<file path="config.mk">
export PLATFORM = sky130hd
export DESIGN_NAME = ratio_alu
export DESIGN_NICKNAME = d
export VERILOG_FILES = /design/src/rtl/ratio_pkg.sv /design/src/rtl/ratio_mul_stage.sv /design/src/rtl/ratio_combine.sv /design/src/rtl/ratio_norm_find.sv /design/src/rtl/ratio_norm_apply.sv /design/src/rtl/ratio_alu.sv
export SDC_FILE = /design/constraint.sdc
export NUM_CORES = 2
export LEC_CHECK = 0
export ABC_AREA = 1
export BUFFER_PORTS_ARGS = -buffer_cell sky130_fd_sc_hd__buf_2
export CAP_MARGIN = 20
export CORE_ASPECT_RATIO = 0.8
export CORE_MARGIN = 2
export CORE_UTILIZATION = 50
export CTS_CLUSTER_SIZE = 40
export DETAILED_ROUTE_END_ITERATION = 7
export MAX_ROUTING_LAYER = met4
export PLACE_DENSITY = 0.66
export SLEW_MARGIN = 20
export SYNTH_ARGS = -nofsm -noshare
export SYNTH_HDL_FRONTEND = slang
export SYNTH_SLANG_ARGS = --single-unit
</file>
<file path="constraint.sdc">
create_clock -name clk -period 11.1 [get_ports clk]
set_clock_uncertainty 0.1 [all_clocks]
set_input_delay 1.665 -clock clk [delete_from_list [all_inputs] [get_ports clk]]
set_output_delay 1.665 -clock clk [all_outputs]
set_load 0.02 [all_outputs]
</file>
<file path="src/rtl/ratio_pkg.sv">
package ratio_pkg;
  typedef enum logic {
    OP_ADD = 1'b0,
    OP_MUL = 1'b1
  } ratio_op_e;
endpackage

</file>
<file path="src/rtl/ratio_mul_stage.sv">
// Stage 1: exact cross-products at double width.
module ratio_mul_stage
  import ratio_pkg::*;
#(
  parameter int W = 16
) (
  input  logic                   clk,
  input  logic                   en,
  input  ratio_op_e              op_i,
  input  logic signed [W-1:0]    xn,
  input  logic signed [W-1:0]    xd,
  input  logic signed [W-1:0]    yn,
  input  logic signed [W-1:0]    yd,
  output ratio_op_e              op_q,
  output logic signed [2*W-1:0]  p_main_q,
  output logic signed [2*W-1:0]  p_cross_q,
  output logic signed [2*W-1:0]  p_den_q,
  output logic                   bad_q
);
  localparam int PW = 2 * W;

  logic signed [PW-1:0] xn_e, xd_e, yn_e, yd_e, sel_e;

  assign xn_e  = PW'(xn);
  assign xd_e  = PW'(xd);
  assign yn_e  = PW'(yn);
  assign yd_e  = PW'(yd);
  assign sel_e = (op_i == OP_MUL) ? yn_e : yd_e;

  always_ff @(posedge clk) begin
    if (en) begin
      op_q      <= op_i;
      p_main_q  <= xn_e * sel_e;
      p_cross_q <= yn_e * xd_e;
      p_den_q   <= xd_e * yd_e;
      bad_q     <= (xd == '0) || (yd == '0);
    end
  end
endmodule

</file>
<file path="src/rtl/ratio_combine.sv">
// Stage 2: form numerator, keep the denominator positive.
module ratio_combine
  import ratio_pkg::*;
#(
  parameter int W = 16
) (
  input  logic                     clk,
  input  logic                     en,
  input  ratio_op_e                op_i,
  input  logic signed [2*W-1:0]    p_main,
  input  logic signed [2*W-1:0]    p_cross,
  input  logic signed [2*W-1:0]    p_den,
  input  logic                     bad_i,
  output logic signed [2*W:0]      num_q,
  output logic signed [2*W:0]      den_q,
  output logic                     bad_q
);
  localparam int SW = 2 * W + 1;

  logic signed [SW-1:0] main_e, cross_e, den_e, raw_num;

  assign main_e  = SW'(p_main);
  assign cross_e = SW'(p_cross);
  assign den_e   = SW'(p_den);
  assign raw_num = (op_i == OP_ADD) ? (main_e + cross_e) : main_e;

  always_ff @(posedge clk) begin
    if (en) begin
      if (den_e < 0) begin
        num_q <= -raw_num;
        den_q <= -den_e;
      end else begin
        num_q <= raw_num;
        den_q <= den_e;
      end
      bad_q <= bad_i;
    end
  end
endmodule

</file>
<file path="src/rtl/ratio_norm_find.sv">
// Stage 3: choose the common right shift from the leading one.
module ratio_norm_find #(
  parameter int W = 16
) (
  input  logic                            clk,
  input  logic                            en,
  input  logic signed [2*W:0]             num_i,
  input  logic signed [2*W:0]             den_i,
  input  logic                            bad_i,
  output logic signed [2*W:0]             num_q,
  output logic signed [2*W:0]             den_q,
  output logic [$clog2(2*W+1)-1:0]        sh_q,
  output logic                            bad_q
);
  localparam int SW  = 2 * W + 1;
  localparam int SHW = $clog2(SW);
  localparam logic [SHW-1:0] KEEP = SHW'(W - 2);

  logic [SW-1:0]  mag;
  logic [SHW-1:0] lead;
  logic [SHW-1:0] sh;

  assign mag = ((num_i < 0) ? SW'(-num_i) : SW'(num_i)) | den_i;

  always_comb begin
    lead = '0;
    for (int i = 0; i < SW; i++) begin
      if (mag[i]) lead = SHW'(i);
    end
    sh = (lead > KEEP) ? (lead - KEEP) : '0;
  end

  always_ff @(posedge clk) begin
    if (en) begin
      num_q <= num_i;
      den_q <= den_i;
      sh_q  <= sh;
      bad_q <= bad_i;
    end
  end
endmodule

</file>
<file path="src/rtl/ratio_norm_apply.sv">
// Stage 4: apply the shift and narrow back to W bits.
module ratio_norm_apply #(
  parameter int W = 16
) (
  input  logic                            clk,
  input  logic                            en,
  input  logic signed [2*W:0]             num_i,
  input  logic signed [2*W:0]             den_i,
  input  logic [$clog2(2*W+1)-1:0]        sh_i,
  input  logic                            bad_i,
  output logic signed [W-1:0]             num_q,
  output logic signed [W-1:0]             den_q,
  output logic                            bad_q
);
  localparam int SW = 2 * W + 1;

  logic signed [SW-1:0] num_s, den_s;

  assign num_s = num_i >>> sh_i;
  assign den_s = den_i >>> sh_i;

  always_ff @(posedge clk) begin
    if (en) begin
      num_q <= num_s[W-1:0];
      den_q <= den_s[W-1:0];
      bad_q <= bad_i || (den_s == '0);
    end
  end
endmodule

</file>
<file path="src/rtl/ratio_alu.sv">
module ratio_alu
  import ratio_pkg::*;
#(
  parameter int W = 16
) (
  input  logic                 clk,
  input  logic                 rst_n,
  input  logic                 in_valid,
  output logic                 in_ready,
  input  logic                 in_op,
  input  logic signed [W-1:0]  in_x_num,
  input  logic signed [W-1:0]  in_x_den,
  input  logic signed [W-1:0]  in_y_num,
  input  logic signed [W-1:0]  in_y_den,
  output logic                 out_valid,
  input  logic                 out_ready,
  output logic signed [W-1:0]  out_num,
  output logic signed [W-1:0]  out_den,
  output logic                 out_bad,
  output logic                 err_zero_den
);
  localparam int PW     = 2 * W;
  localparam int SW     = 2 * W + 1;
  localparam int SHW    = $clog2(SW);
  localparam int STAGES = 4;

  logic              adv;
  logic [STAGES-1:0] vld;

  assign adv       = !vld[STAGES-1] || out_ready;
  assign in_ready  = adv;
  assign out_valid = vld[STAGES-1];

  always_ff @(posedge clk or negedge rst_n) begin
    if (!rst_n) vld <= '0;
    else if (adv) vld <= {vld[STAGES-2:0], in_valid};
  end

  always_ff @(posedge clk or negedge rst_n) begin
    if (!rst_n) err_zero_den <= 1'b0;
    else if (in_valid && adv && (in_x_den == '0 || in_y_den == '0))
      err_zero_den <= 1'b1;
  end

  ratio_op_e            s1_op;
  logic signed [PW-1:0] s1_main, s1_cross, s1_den;
  logic                 s1_bad;

  ratio_mul_stage #(.W(W)) u_mul (
    .clk(clk), .en(adv), .op_i(ratio_op_e'(in_op)),
    .xn(in_x_num), .xd(in_x_den), .yn(in_y_num), .yd(in_y_den),
    .op_q(s1_op), .p_main_q(s1_main), .p_cross_q(s1_cross),
    .p_den_q(s1_den), .bad_q(s1_bad)
  );

  logic signed [SW-1:0] s2_num, s2_den;
  logic                 s2_bad;

  ratio_combine #(.W(W)) u_comb (
    .clk(clk), .en(adv), .op_i(s1_op),
    .p_main(s1_main), .p_cross(s1_cross), .p_den(s1_den), .bad_i(s1_bad),
    .num_q(s2_num), .den_q(s2_den), .bad_q(s2_bad)
  );

  logic signed [SW-1:0] s3_num, s3_den;
  logic [SHW-1:0]       s3_sh;
  logic                 s3_bad;

  ratio_norm_find #(.W(W)) u_find (
    .clk(clk), .en(adv), .num_i(s2_num), .den_i(s2_den), .bad_i(s2_bad),
    .num_q(s3_num), .den_q(s3_den), .sh_q(s3_sh), .bad_q(s3_bad)
  );

  ratio_norm_apply #(.W(W)) u_apply (
    .clk(clk), .en(adv), .num_i(s3_num), .den_i(s3_den), .sh_i(s3_sh),
    .bad_i(s3_bad), .num_q(out_num), .den_q(out_den), .bad_q(out_bad)
  );
endmodule

</file>
# Word level (Yosys, flattened, before mapping)

Index checks and enable logic that the tools add are counted.
Widths: inputs -> output; s select.

Add/sub/neg operators: 5
Multiply operators: 3
Order comparisons: 3
Shifts and indexed selects: 2
Multiplexer cells: 37
Bitwise operators: 1
Reduce and logical (&&, ||, !) cells: 9

Operators by type and width:

| cell                | number |
|---|---|
| $mux 33             | 4 |
| $mux 5              | 16 |
| $neg 33->33         | 2 |
| $mul 16x16->32      | 2 |
| $add 32x32->33      | 1 |
| $logic_not 33->1    | 1 |
| $lt 33x1->1 const B | 1 |
| $neg 32->33         | 1 |
| $or 33x33->33       | 1 |
| $sshr 33x6->16      | 1 |
| $sshr 33x6->33      | 1 |
| $logic_not 16->1    | 2 |
| $lt 32x1->1 const B | 1 |
| $mul 16x32->32      | 1 |
| $mux 32             | 1 |
| $mux 4              | 8 |
| $mux 3              | 4 |
| $gt 6x4->1 const B  | 1 |
| $mux 6              | 1 |
| $sub 6x4->6 const B | 1 |
| $mux 2              | 2 |
| $logic_or 1x1->1    | 3 |
| $logic_and 1x1->1   | 2 |
| $logic_not 1->1     | 1 |
| $mux 1              | 1 |

Flip-flop bits (word level): 276
Bits of input ports: 69
Output and inout bits: 36
Word-level logic and storage cells: 77

# Logic depth before layout (Yosys ltp)

Word-level depth: 36
Mapped depth: 38
Mapped depth without buffers: 37

# Hierarchy

Synthesis repeated with hierarchy kept, for this count alone.

Cell total of the unflattened synthesis: 6578
Area total of the unflattened synthesis: 50263.2 µm²

Modules (own cells, without submodules):

| module           | times used | cells an instance | area an instance (µm²) | sequential area each (µm²) |
|---|---|---|---|---|
| ratio_mul_stage  | 1          | 4379              | 35091.2                | 2942.8 |
| ratio_combine    | 1          | 1022              | 6796.5                 | 2011.9 |
| ratio_norm_apply | 1          | 743               | 4362.9                 | 991.0 |
| ratio_norm_find  | 1          | 382               | 3702.3                 | 2192.1 |
| ratio_alu        | 1          | 52                | 310.3                  | 125.1 |

# Worst setup path after synthesis

Ideal clock, no wire load.

Path type: input-to-output
From: input port out_ready
To: output port in_ready
Arrival: 7.629 ns
Required time: 9.335 ns
Path slack: 1.706 ns
Cell stages on the path: 2
Buffers on the path: 0
Cells stage by stage: inv_1 > nand2_1

Cells in the longest elaborated chain, start to end: 1

RTL lines:

| item             | RTL line        | text |
|---|---|---|
| start, declared  | ratio_alu.sv:16 | `input logic out_ready,` |
| $logic_or 1x1->1 | ratio_alu.sv:30 | `assign adv = !vld[STAGES-1] \|\| out_ready;` |
| end, declared    | ratio_alu.sv:9  | `output logic in_ready,` |

No other way between the ends.

# Final worst setup path

From: input port in_op
To: register u_mul.p_main_q[30], data pin

Cells in the longest elaborated chain, start to end: 2

RTL lines:

| item                 | RTL line              | text |
|---|---|---|
| start, declared      | ratio_alu.sv:10       | `input logic in_op,` |
| $mux 32              | ratio_mul_stage.sv:28 | `assign sel_e = (op_i == OP_MUL) ? yn_e : yd_e;` |
| $mul 16x32->32       | ratio_mul_stage.sv:33 | `p_main_q <= xn_e * sel_e;` |
| end signal, assigned | ratio_mul_stage.sv:33 |  |
| end, declared        | ratio_mul_stage.sv:15 | `output logic signed [2*W-1:0] p_main_q,` |

No other way between the ends.
A chain may end at the register's enable or synchronous reset.

==> results.cfg <==
[status]
outcome = finished clean

[die]
die_x_um = 340
die_h_um = 272
start_util_pct = 50.5
fp-row-count = 98
boundaryPins = 105
dieArea_um2 = 92500
core_area_um2 = 89300

[job]
max-cap-violations = 0

[synth]
ys.flop_type = edfxtp_1
ys_seq_elements = 276
synth_cell_types = 60
synth-edff-count = 271
ys_seq_area_share_pct = 18.3
synth_top_area_cell = fa_1
synth_top_area_share_pct = 35.0
syn-num-nets = 6469
yosys_warnings = 0
synth-async-reset-ratio_pct = 1.81
synth.avg_cell_area_um2 = 8.45
synth.area.top_cells = fa_1, edfxtp_1, inv_1
netlist_area_um2 = 45000
syn_inst = 5331

[grt]
grt_pass1_wl_um = 191000
grtUsageTotal_pct = 27.1
busiest_layer = met1
grt_max_degree = 78
antenna_found_initial = 15
use_met2_pct = 38.9
use_met3_pct = 5.07
met1_usage_pct = 40.4
overflow = 0
first_global_vias = 34670

[clocking]
clockBufferDepth = 3
cts.repair.resized = 0
cts_inserted_buffers = 34
worstSkewPairLatency_ns = 0.55
postCtsHoldBufs = 0
cts_setup_buffers = 0
clk_pin_slew_ns = 0.06
cts.sinks = 276
cts_tree = yes
htreeDepth = 2
cts_root_buffer = clkbuf_16

[critical_path]
r2r_slack_ns = 6.24
crit_end = u_mul.p_main_q[30]
cp_data_required_time_ns = 11.29
cp-end-kind = flip-flop
crit_start = in_op
crit_path_max_fanout = 25
regToRegStartpoint = u_mul.p_main_q[0]
r2r_cells = 25
r2r-end = u_comb.num_q[25]
startpoint_type = input pin
crit_arrival_ns = 9.23
crit_type = input pin to flip-flop

[sta]
period_share_pct = 81.5
slew_violations = 0
finalCriticalPeriod_ns = 9.04
max_freq_ghz = 0.111
max_slew_margin_pct = 32.5
timing.hold.ws_ns = 0.324
setup_viol = 0
hold_violations = 0
setup-tns-final_ns = 0
tightest_slew_ns = 1.00
rsz0062_at_grt = no

[placement]
dpl_cell_area_um2 = 46500
numPlacedInstances = 6449
gp_congestion = 0.946
io_buffers = 104
dp_hpwl_um = 96200

[final_layout]
nets = 6424
area_growth_pct = 5.83
fin_cells = 6523
design_area_um2 = 47700
layout-drive-gt1-share_pct = 4.58

[route]
num_vias = 34125
ant_nets = 0
drt_wl_total_um = 117000
dr.first_iter.drc_count = 2896
dr.pass1.iters = 6
viasPerCell = 5.23
drc_errors = 0
wl_per_cell_um = 18.0

[min_path]
hold_path.class = flip-flop to flip-flop
## Yosys cell counts, types with 7 or more instances
cell type,number
ha_1,282
buf_1,22
or2_2,22
fa_1,787
o21bai_1,10
nand4_1,27
nand2_1,1216
o221ai_1,20
nand2_2,7
o21ai_1,17
o21ai_0,213
xnor2_1,67
nand3_1,139
nor4_1,14
nor3b_1,9
clkbuf_1,189
o211ai_1,25
edfxtp_1,271
nor2_1,290
inv_1,1247
a21oi_1,172
a31oi_1,28
clkinv_1,14
xor2_1,112
mux2i_1,13
nor3_1,35
## cell type report
cell class,count,area [um^2]
flip-flops and latches,276,8260
fillers,8423,41600
well taps,1200,1500
diodes,13,32.5
clock inverters,24,262
repair buffers,132,738
multi-input cells,3577,31200
inverters,1265,4750
clock buffers,36,880
## flip-flops by register name (all words and copies together), names as in the netlist
register,flops
u_find.bad_q,1
u_mul.op_q,1
u_mul.bad_q,1
u_find.sh_q,6
u_apply.num_q,16
u_find.num_q,33
u_apply.bad_q,1
vld,4
u_mul.p_den_q,32
u_find.den_q,33
u_comb.bad_q,1
u_mul.p_cross_q,32
err_zero_den,1
u_mul.p_main_q,32
u_comb.num_q,33
u_apply.den_q,16
u_comb.den_q,33
## routing by layer
metal | wire (um) | vias up
met1 | 55300 | 16588
met5 | 0 | -
li1 | - | 16073
met4 | 1950 | 0
met2 | 49500 | 1322
met3 | 10500 | 142
## cell usage in the layout (no fill, tap or decap), drive strengths merged, types with 13 or more instances in the layout
master     n
a21oi    175
a31oi     28
nand3    140
or2       24
buf      132
fa       787
diode     13
nand4     27
xnor2     67
mux2i     13
clkbuf    36
xor2     112
nor4      14
clkinv    29
ha       282
o221ai    20
nor2     297
edfxtp   271
o211ai    26
nor3      40
o21ai    231
inv     1253
nand2   1223
## how the worst min path moves through the flow
stage	start	end	cells past startpoint
detailed placement	u_comb.bad_q	u_find.bad_q	0
global route	u_mul.bad_q	u_comb.bad_q	0
CTS	u_comb.bad_q	u_find.bad_q	0
floorplan	u_mul.bad_q	u_comb.bad_q	0
finish	u_comb.bad_q	u_find.bad_q	0
global placement	u_comb.den_q[0]	u_find.den_q[0]	0
## worst max-delay path, stage by stage
cell and delay (ns):
buf_2 0.25, o21ai_0 0.84, inv_1 0.55, nand2_1 0.22
fa_1 0.44, inv_1 0.09, fa_1 0.39, inv_1 0.10
fa_1 0.46, fa_1 0.55, inv_1 0.05, fa_1 0.47
inv_1 0.05, fa_1 0.47, inv_1 0.04, ha_1 0.33
nand2_1 0.07, o21ai_1 0.26, a21oi_1 0.18, o21ai_1 0.49
a21oi_1 0.25, o21ai_1 0.24, a31oi_1 0.15, o21ai_1 0.23
a21oi_1 0.10, nor2_1 0.09, nor2_1 0.05, xor2_1 0.14
## metrics by stage
step / util (%) / setup WS, ns
after detailed placement: 52.1 / 1.64
after CTS: 53.4 / 2.19
after floorplan: - / 1.71
after global routing: 53.4 / 1.71
after global placement: 52.1 / 1.77
final: 53.4 / 2.06
## cells by family after synthesis
| logic type | count (synthesis) | share of synthesized area, % |
|---|---|---|
| AO/OA/AOI/OAI | 528 | 6.61 |
| XOR/XNOR | 179 | 3.48 |
| adder cells (fa/ha/maj) | 1069 | 42.8 |
| buffers and inverters | 1478 | 12.3 |
| flip-flops | 276 | 18.3 |
| multiplexers | 13 | 0.289 |
| other | 1 | 0.00832 |
| AND/OR/NAND/NOR | 1787 | 16.1 |
Power is left out: the tool's default activity adds up to more than one toggle a clock period on the data nets, which glitch-free logic cannot reach.
